$ cat src/rtl/vid_id_pkg.sv
package vid_id_pkg;
    localparam int PAY_BITS = 14;
    localparam int CRC_BITS = 6;
    localparam int PKT_BITS = PAY_BITS + CRC_BITS;
    localparam int LO_BITS  = 6;
    localparam int IDX_W    = $clog2(PKT_BITS);

    typedef struct packed {
        logic [PAY_BITS-1:0] stage;
        logic [PAY_BITS-1:0] act;
    } pay_regs_t;
endpackage

$ cat src/rtl/vid_id_regs.sv
module vid_id_regs
    import vid_id_pkg::*;
(
    input  logic                clk,
    input  logic                rst_n,
    input  logic                wr_en,
    input  logic                wr_sel,
    input  logic [7:0]          wr_data,
    input  logic                vsync,
    output logic [PAY_BITS-1:0] act_pay
);
    pay_regs_t r_d, r_q;

    always_comb begin
        r_d = r_q;
        if (vsync) begin
            r_d.act = r_q.stage;
        end
        if (wr_en) begin
            if (!wr_sel) begin
                r_d.stage[LO_BITS-1:0] = wr_data[LO_BITS-1:0];
            end else begin
                r_d.stage[PAY_BITS-1:LO_BITS] = wr_data;
            end
        end
    end

    always_ff @(posedge clk) begin
        if (!rst_n) begin
            r_q <= '0;
        end else begin
            r_q <= r_d;
        end
    end

    assign act_pay = r_q.act;
endmodule

$ cat src/rtl/vid_id_crc.sv
module vid_id_crc
    import vid_id_pkg::*;
(
    input  logic [PAY_BITS-1:0] pay,
    output logic [CRC_BITS-1:0] crc
);
    always_comb begin
        logic [CRC_BITS-1:0] c;
        logic                fb;
        c = '1;
        for (int i = 0; i < PAY_BITS; i++) begin
            fb = c[CRC_BITS-1] ^ pay[i];
            c  = {c[CRC_BITS-2:0], 1'b0} ^ {{(CRC_BITS-2){1'b0}}, fb, fb};
        end
        crc = c;
    end
endmodule

$ cat src/rtl/vid_id_ser.sv
module vid_id_ser
    import vid_id_pkg::*;
#(
    parameter int BIT_INT  = 60,
    parameter int FRAC_NUM = 7,
    parameter int FRAC_DEN = 20
) (
    input  logic                clk,
    input  logic                rst_n,
    input  logic                start,
    input  logic [PKT_BITS-1:0] pkt,
    output logic                valid,
    output logic                bit_out
);
    localparam int CNT_W = $clog2(BIT_INT + 1);
    localparam int ACC_W = $clog2(FRAC_DEN + FRAC_NUM + 1);
    localparam logic [ACC_W-1:0] NUM_V = ACC_W'(FRAC_NUM);
    localparam logic [ACC_W-1:0] DEN_V = ACC_W'(FRAC_DEN);
    localparam logic [CNT_W-1:0] BASE_M1 = CNT_W'(BIT_INT - 1);
    localparam logic [IDX_W-1:0] LAST_IDX = IDX_W'(PKT_BITS - 1);

    typedef struct packed {
        logic                busy;
        logic [IDX_W-1:0]    idx;
        logic [CNT_W-1:0]    cnt;
        logic [ACC_W-1:0]    acc;
        logic [PKT_BITS-1:0] shreg;
    } ser_t;

    ser_t s_d, s_q;
    logic [ACC_W-1:0] acc_sum;
    logic [ACC_W-1:0] acc_nx;
    logic             extra;
    logic [CNT_W-1:0] len_m1;

    always_comb begin
        acc_sum = (s_q.busy ? s_q.acc : '0) + NUM_V;
        extra   = (acc_sum >= DEN_V);
        acc_nx  = extra ? (acc_sum - DEN_V) : acc_sum;
        len_m1  = BASE_M1 + CNT_W'(extra);

        s_d = s_q;
        if (!s_q.busy) begin
            if (start) begin
                s_d.busy  = 1'b1;
                s_d.idx   = '0;
                s_d.shreg = pkt;
                s_d.cnt   = len_m1;
                s_d.acc   = acc_nx;
            end
        end else if (s_q.cnt == '0) begin
            if (s_q.idx == LAST_IDX) begin
                s_d.busy = 1'b0;
            end else begin
                s_d.idx   = s_q.idx + 1'b1;
                s_d.shreg = {s_q.shreg[PKT_BITS-2:0], 1'b0};
                s_d.cnt   = len_m1;
                s_d.acc   = acc_nx;
            end
        end else begin
            s_d.cnt = s_q.cnt - 1'b1;
        end
    end

    always_ff @(posedge clk) begin
        if (!rst_n) begin
            s_q <= '0;
        end else begin
            s_q <= s_d;
        end
    end

    assign valid   = s_q.busy;
    assign bit_out = s_q.shreg[PKT_BITS-1];
endmodule

$ cat src/rtl/vid_id_enc.sv
module vid_id_enc
    import vid_id_pkg::*;
#(
    parameter int LINE_W      = 10,
    parameter int PIX_W       = 11,
    parameter int LVL_W       = 10,
    parameter int START_PIX   = 302,
    parameter int BIT_INT     = 60,
    parameter int FRAC_NUM    = 7,
    parameter int FRAC_DEN    = 20,
    parameter int LINE_F0     = 20,
    parameter int LINE_F1_525 = 283,
    parameter int LINE_F1_625 = 333,
    parameter int HI_CODE     = 640,
    parameter int LO_CODE     = 240
) (
    input  logic              clk,
    input  logic              rst_n,
    input  logic              enable,
    input  logic              wr_en,
    input  logic              wr_sel,
    input  logic [7:0]        wr_data,
    input  logic              vsync,
    input  logic              sys625,
    input  logic              field,
    input  logic [LINE_W-1:0] line_num,
    input  logic [PIX_W-1:0]  pix_pos,
    output logic              id_valid,
    output logic [LVL_W-1:0]  id_level
);
    localparam logic [LINE_W-1:0] L0_V   = LINE_W'(LINE_F0);
    localparam logic [LINE_W-1:0] L525_V = LINE_W'(LINE_F1_525);
    localparam logic [LINE_W-1:0] L625_V = LINE_W'(LINE_F1_625);
    localparam logic [PIX_W-1:0]  SP_V   = PIX_W'(START_PIX);
    localparam logic [LVL_W-1:0]  HI_V   = LVL_W'(HI_CODE);
    localparam logic [LVL_W-1:0]  LO_V   = LVL_W'(LO_CODE);

    logic [PAY_BITS-1:0] act_pay;
    logic [CRC_BITS-1:0] crc;
    logic [PKT_BITS-1:0] pkt;
    logic                line_hit;
    logic                start;
    logic                bit_out;

    vid_id_regs u_regs (
        .clk     (clk),
        .rst_n   (rst_n),
        .wr_en   (wr_en),
        .wr_sel  (wr_sel),
        .wr_data (wr_data),
        .vsync   (vsync),
        .act_pay (act_pay)
    );

    vid_id_crc u_crc (
        .pay (act_pay),
        .crc (crc)
    );

    // p1 goes to the packet MSB so it leaves first
    always_comb begin
        for (int i = 0; i < PAY_BITS; i++) begin
            pkt[PKT_BITS-1-i] = act_pay[i];
        end
        pkt[CRC_BITS-1:0] = crc;
    end

    always_comb begin
        if (field) begin
            line_hit = (line_num == (sys625 ? L625_V : L525_V));
        end else begin
            line_hit = (line_num == L0_V);
        end
        start = enable && line_hit && (pix_pos == SP_V) && !id_valid;
    end

    vid_id_ser #(
        .BIT_INT  (BIT_INT),
        .FRAC_NUM (FRAC_NUM),
        .FRAC_DEN (FRAC_DEN)
    ) u_ser (
        .clk     (clk),
        .rst_n   (rst_n),
        .start   (start),
        .pkt     (pkt),
        .valid   (id_valid),
        .bit_out (bit_out)
    );

    assign id_level = (id_valid && bit_out) ? HI_V : LO_V;
endmodule

$ cat config.mk
export PLATFORM = sky130hd
export DESIGN_NAME = vid_id_enc
export DESIGN_NICKNAME = d
export VERILOG_FILES = /design/src/rtl/vid_id_pkg.sv /design/src/rtl/vid_id_regs.sv /design/src/rtl/vid_id_crc.sv /design/src/rtl/vid_id_ser.sv /design/src/rtl/vid_id_enc.sv
export SDC_FILE = /design/constraint.sdc
export NUM_CORES = 1
export LEC_CHECK = 0
export ABC_AREA = 1
export BUFFER_PORTS_ARGS = -buffer_cell sky130_fd_sc_hd__buf_2
export CAP_MARGIN = 10
export CELL_PAD_IN_SITES_DETAIL_PLACEMENT = 1
export CELL_PAD_IN_SITES_GLOBAL_PLACEMENT = 2
export CORE_MARGIN = 2
export CORE_UTILIZATION = 31
export CTS_CLUSTER_DIAMETER = 80
export DETAILED_ROUTE_END_ITERATION = 8
export GPL_ROUTABILITY_DRIVEN = 1
export PLACE_DENSITY = 0.86
export SKIP_CTS_REPAIR_TIMING = 1
export SYNTH_ARGS = -nofsm -noshare
export SYNTH_HDL_FRONTEND = slang
export SYNTH_SLANG_ARGS = --single-unit
$ cat constraint.sdc
create_clock -name clk -period 2.25 [get_ports clk]
set_input_delay 0.45 -clock clk [delete_from_list [all_inputs] [get_ports clk]]
set_output_delay 0.45 -clock clk [all_outputs]
set_load 0.05 [all_outputs]
==> impl_metrics.csv <==
group,metric,value,unit
clock_network,clkTransAtPathRegs,0.07,ns
critical_path,worst-setup-path-type,"flip-flop to flip-flop",
critical_path,cp_top_family,"buffers and inverters",
min_path,hold_path_class,"input port to flip-flop",
logic_synthesis,ys_async_sr_fraction,0,%
routing,ant_nets,0,
critical_path,crit_arrival,2.20,ns
finish,drive_gt1_share,16.22,%
critical_path,start_kind,"flip-flop",
placement,place_congestion,0.7762,
logic_synthesis,synth-seq-cells,65,
finish,antenna_cells,0,
logic_synthesis,yosys_warnings,0,
critical_path,cpMostUsedCell,"nor2_1",
clock_network,cts_tree,"built",
die,num_io_pins,48,
timing,max_slew_margin,46.54,%
die,die_y,109.7,um
critical_path,crit_fanout,30,
timing,drv_slew,0,
die,die_width,109.7,um
logic_synthesis,synth_top_area_share,37.55,%
grt,grt_pass1_wl,15210,um
outcome,outcome,"complete, no violations",
critical_path,crit_required,2.48,ns
finish,fill_cells,1409,
timing,finalClockSkew,0.01152,ns
clock_network,cts.sinks,65,
timing,worst_pin_slew,0.7969,ns
grt,grt-ovfl-total,0,
critical_path,r2r_setup_slack,0.28,ns
critical_path,timing.critical_path.buf_inv,3,
timing,grt_setup_unrepaired,"false",
timing,period_share,87.43,%
finish,finish.utilization,36.65,%
logic_synthesis,synth_top_area_cell,"dfxtp_1",
grt,antenna_found_initial,0,
logic_synthesis,yosysSeqAreaShare,37.55,%
run,maxCapViolCount,0,
pwr,p_leak,1.769,nW
logic_synthesis,synth-edff-count,0,
grt,grt_usage,16.09,%
routing,wl,8770,um
routing,vias,3258,
critical_path,crit_slowest_cell,"dfxtp_1",
timing,holdWs,0.3492,ns
logic_synthesis,yosysMostFrequentCell,"nand2_1",
die,start_util,31.83,%
clock_network,clock_path_buffers,2,
routing,drtPass1Iterations,4,
timing,fmax,508.3,MHz
routing,drt_iter0_markers,98,
placement,dpl.hpwl,6564,um
logic_synthesis,yosys.cell_types.count,36,
pwr,max-vdd-ir-drop,275.9,uV
timing,fin_crit,1.967,ns
logic_synthesis,synth.area.top_cells,"dfxtp_1, nand2_1, nor2_1, inv_1, o21ai_0",
critical_path,end_kind,"flip-flop",
finish,finalNetCount,600,
finish,syn2layout_area_growth,15.13,%
finish,multiInputGateArea,1812,um^2
die,coreArea,10890,um^2
finish,regArea,1303,um^2
routing,drc,0,
die,rows,38,
clock_network,htree_levels,3,
logic_synthesis,synth_commonest_cells,"nand2_1, nor2_1, dfxtp_1",
routing,vias_per_cell,4.648,
logic_synthesis,synth_area_per_cell,6.691,um^2
finish,final_cells,701,
die,dieArea,12040,um^2
timing,finalSetupTns,0,ns
routing,wl_per_cell,12.51,um
grt,first_global_vias,3301,
clock_network,cts_root_buf,"clkbuf_8",
timing,setup_violations,0,
logic_synthesis,ys.flop_type,"dfxtp_1",
placement,dp.cells,687,
logic_synthesis,syn_inst,518,
pwr,power_density,655.8,nW/um^2
grt,grt_max_degree,39,
clock_network,insertion_delay,0.34,ns
placement,portBuffers,41,
timing,hold_violations,0,
critical_path,worstPathCellList,"inv_1 > ha_1 > nand3_2 > nor2_1 > nand2_1 > a21oi_1 > nand2_2 > buf_4 > clkinv_4 > o21ai_2 > nor2_1",
logic_synthesis,syn_area,3466,um^2
critical_path,crit_path_max_incr_delay,0.35,ns
clock_network,cts_buffers,9,
[per-layer routing]
layer / vias to the layer above / wire length [um] / GRT usage, %
met5: - / 0 / 0
met4: 0 / 116 / 4.521
met3: 9 / 206 / 3.379
met2: 37 / 4170 / 27.25
met1: 1520 / 4276 / 20.64
li1: 1692 / - / -
[path summary, 6_finish.rpt]
path         cells after the start        endpoint          start
min reg2reg                      2    u_ser.s_q[0]   u_ser.s_q[0]
max reg2reg                     11   u_ser.s_q[23]  u_ser.s_q[25]
min                              3  u_regs.r_q[19]     wr_data[5]
max                             11   u_ser.s_q[23]  u_ser.s_q[25]
[cells by family after synthesis]
logic type / share of synthesized area, %
other: 0.2167
adders and majority gates: 1.805
buffers and inverters: 10.61
AOI/OAI and AO/OA: 13.47
xor gates and xnor gates: 4.043
and+or+nand+nor: 32.31
DFF: 37.55
[tightest hold or removal path, stage by stage]
cell and delay [ns]:
buf_2 0.09, nor2_1 0.04, nor2_1 0.08
[state kept, by name, indices dropped and copies added (netlist names)]
signal          cells
u_ser.valid         1
u_ser.bit_out       1
u_regs.act_pay     14
u_ser.s_q          35
u_regs.r_q         14
[cells in the final DEF (no fill, tap or decap), drive strengths merged]
cell	count
conb	6
inv	57
nand3b	2
nor3b	1
dfxtp	65
nand4	1
nor2	71
clkinv	3
xor2	13
nand3	20
a21oi	27
nand2	161
clkbuf	11
bufinv	2
nor3	4
xnor2	3
buf	48
and3	1
a31oi	16
ha	5
o21ai	44
[per-stage QoR]
| step | total power (W) | setup WS (ns) | instance area [um^2] |
|---|---|---|---|
| floorplan | 0.001440 | 0.05779 | 3482 |
| global placement | 0.001509 | 0.3102 | 3774 |
| detailed placement | 0.001522 | 0.2787 | 3774 |
| CTS | 0.002647 | 0.2666 | 3990 |
| global route | 0.002752 | 0.08219 | 3990 |
| finish | 0.002617 | 0.2827 | 3990 |
[power by group]
part           total, W  switching, W  internal, W
registers       0.00121     0.0000300      0.00118
logic          0.000280      0.000183    0.0000971
clock network   0.00112      0.000454     0.000671
[final cells by class]
type / count / area share (%)
repair buffers: 48 / 6.460
multi-input cells: 375 / 45.41
clock buffers: 11 / 3.794
well taps: 140 / 4.390
clock inverters: 3 / 1.631
inverters: 59 / 5.676
flip-flops and latches: 65 / 32.64
Power figures use the tool's default switching activity.
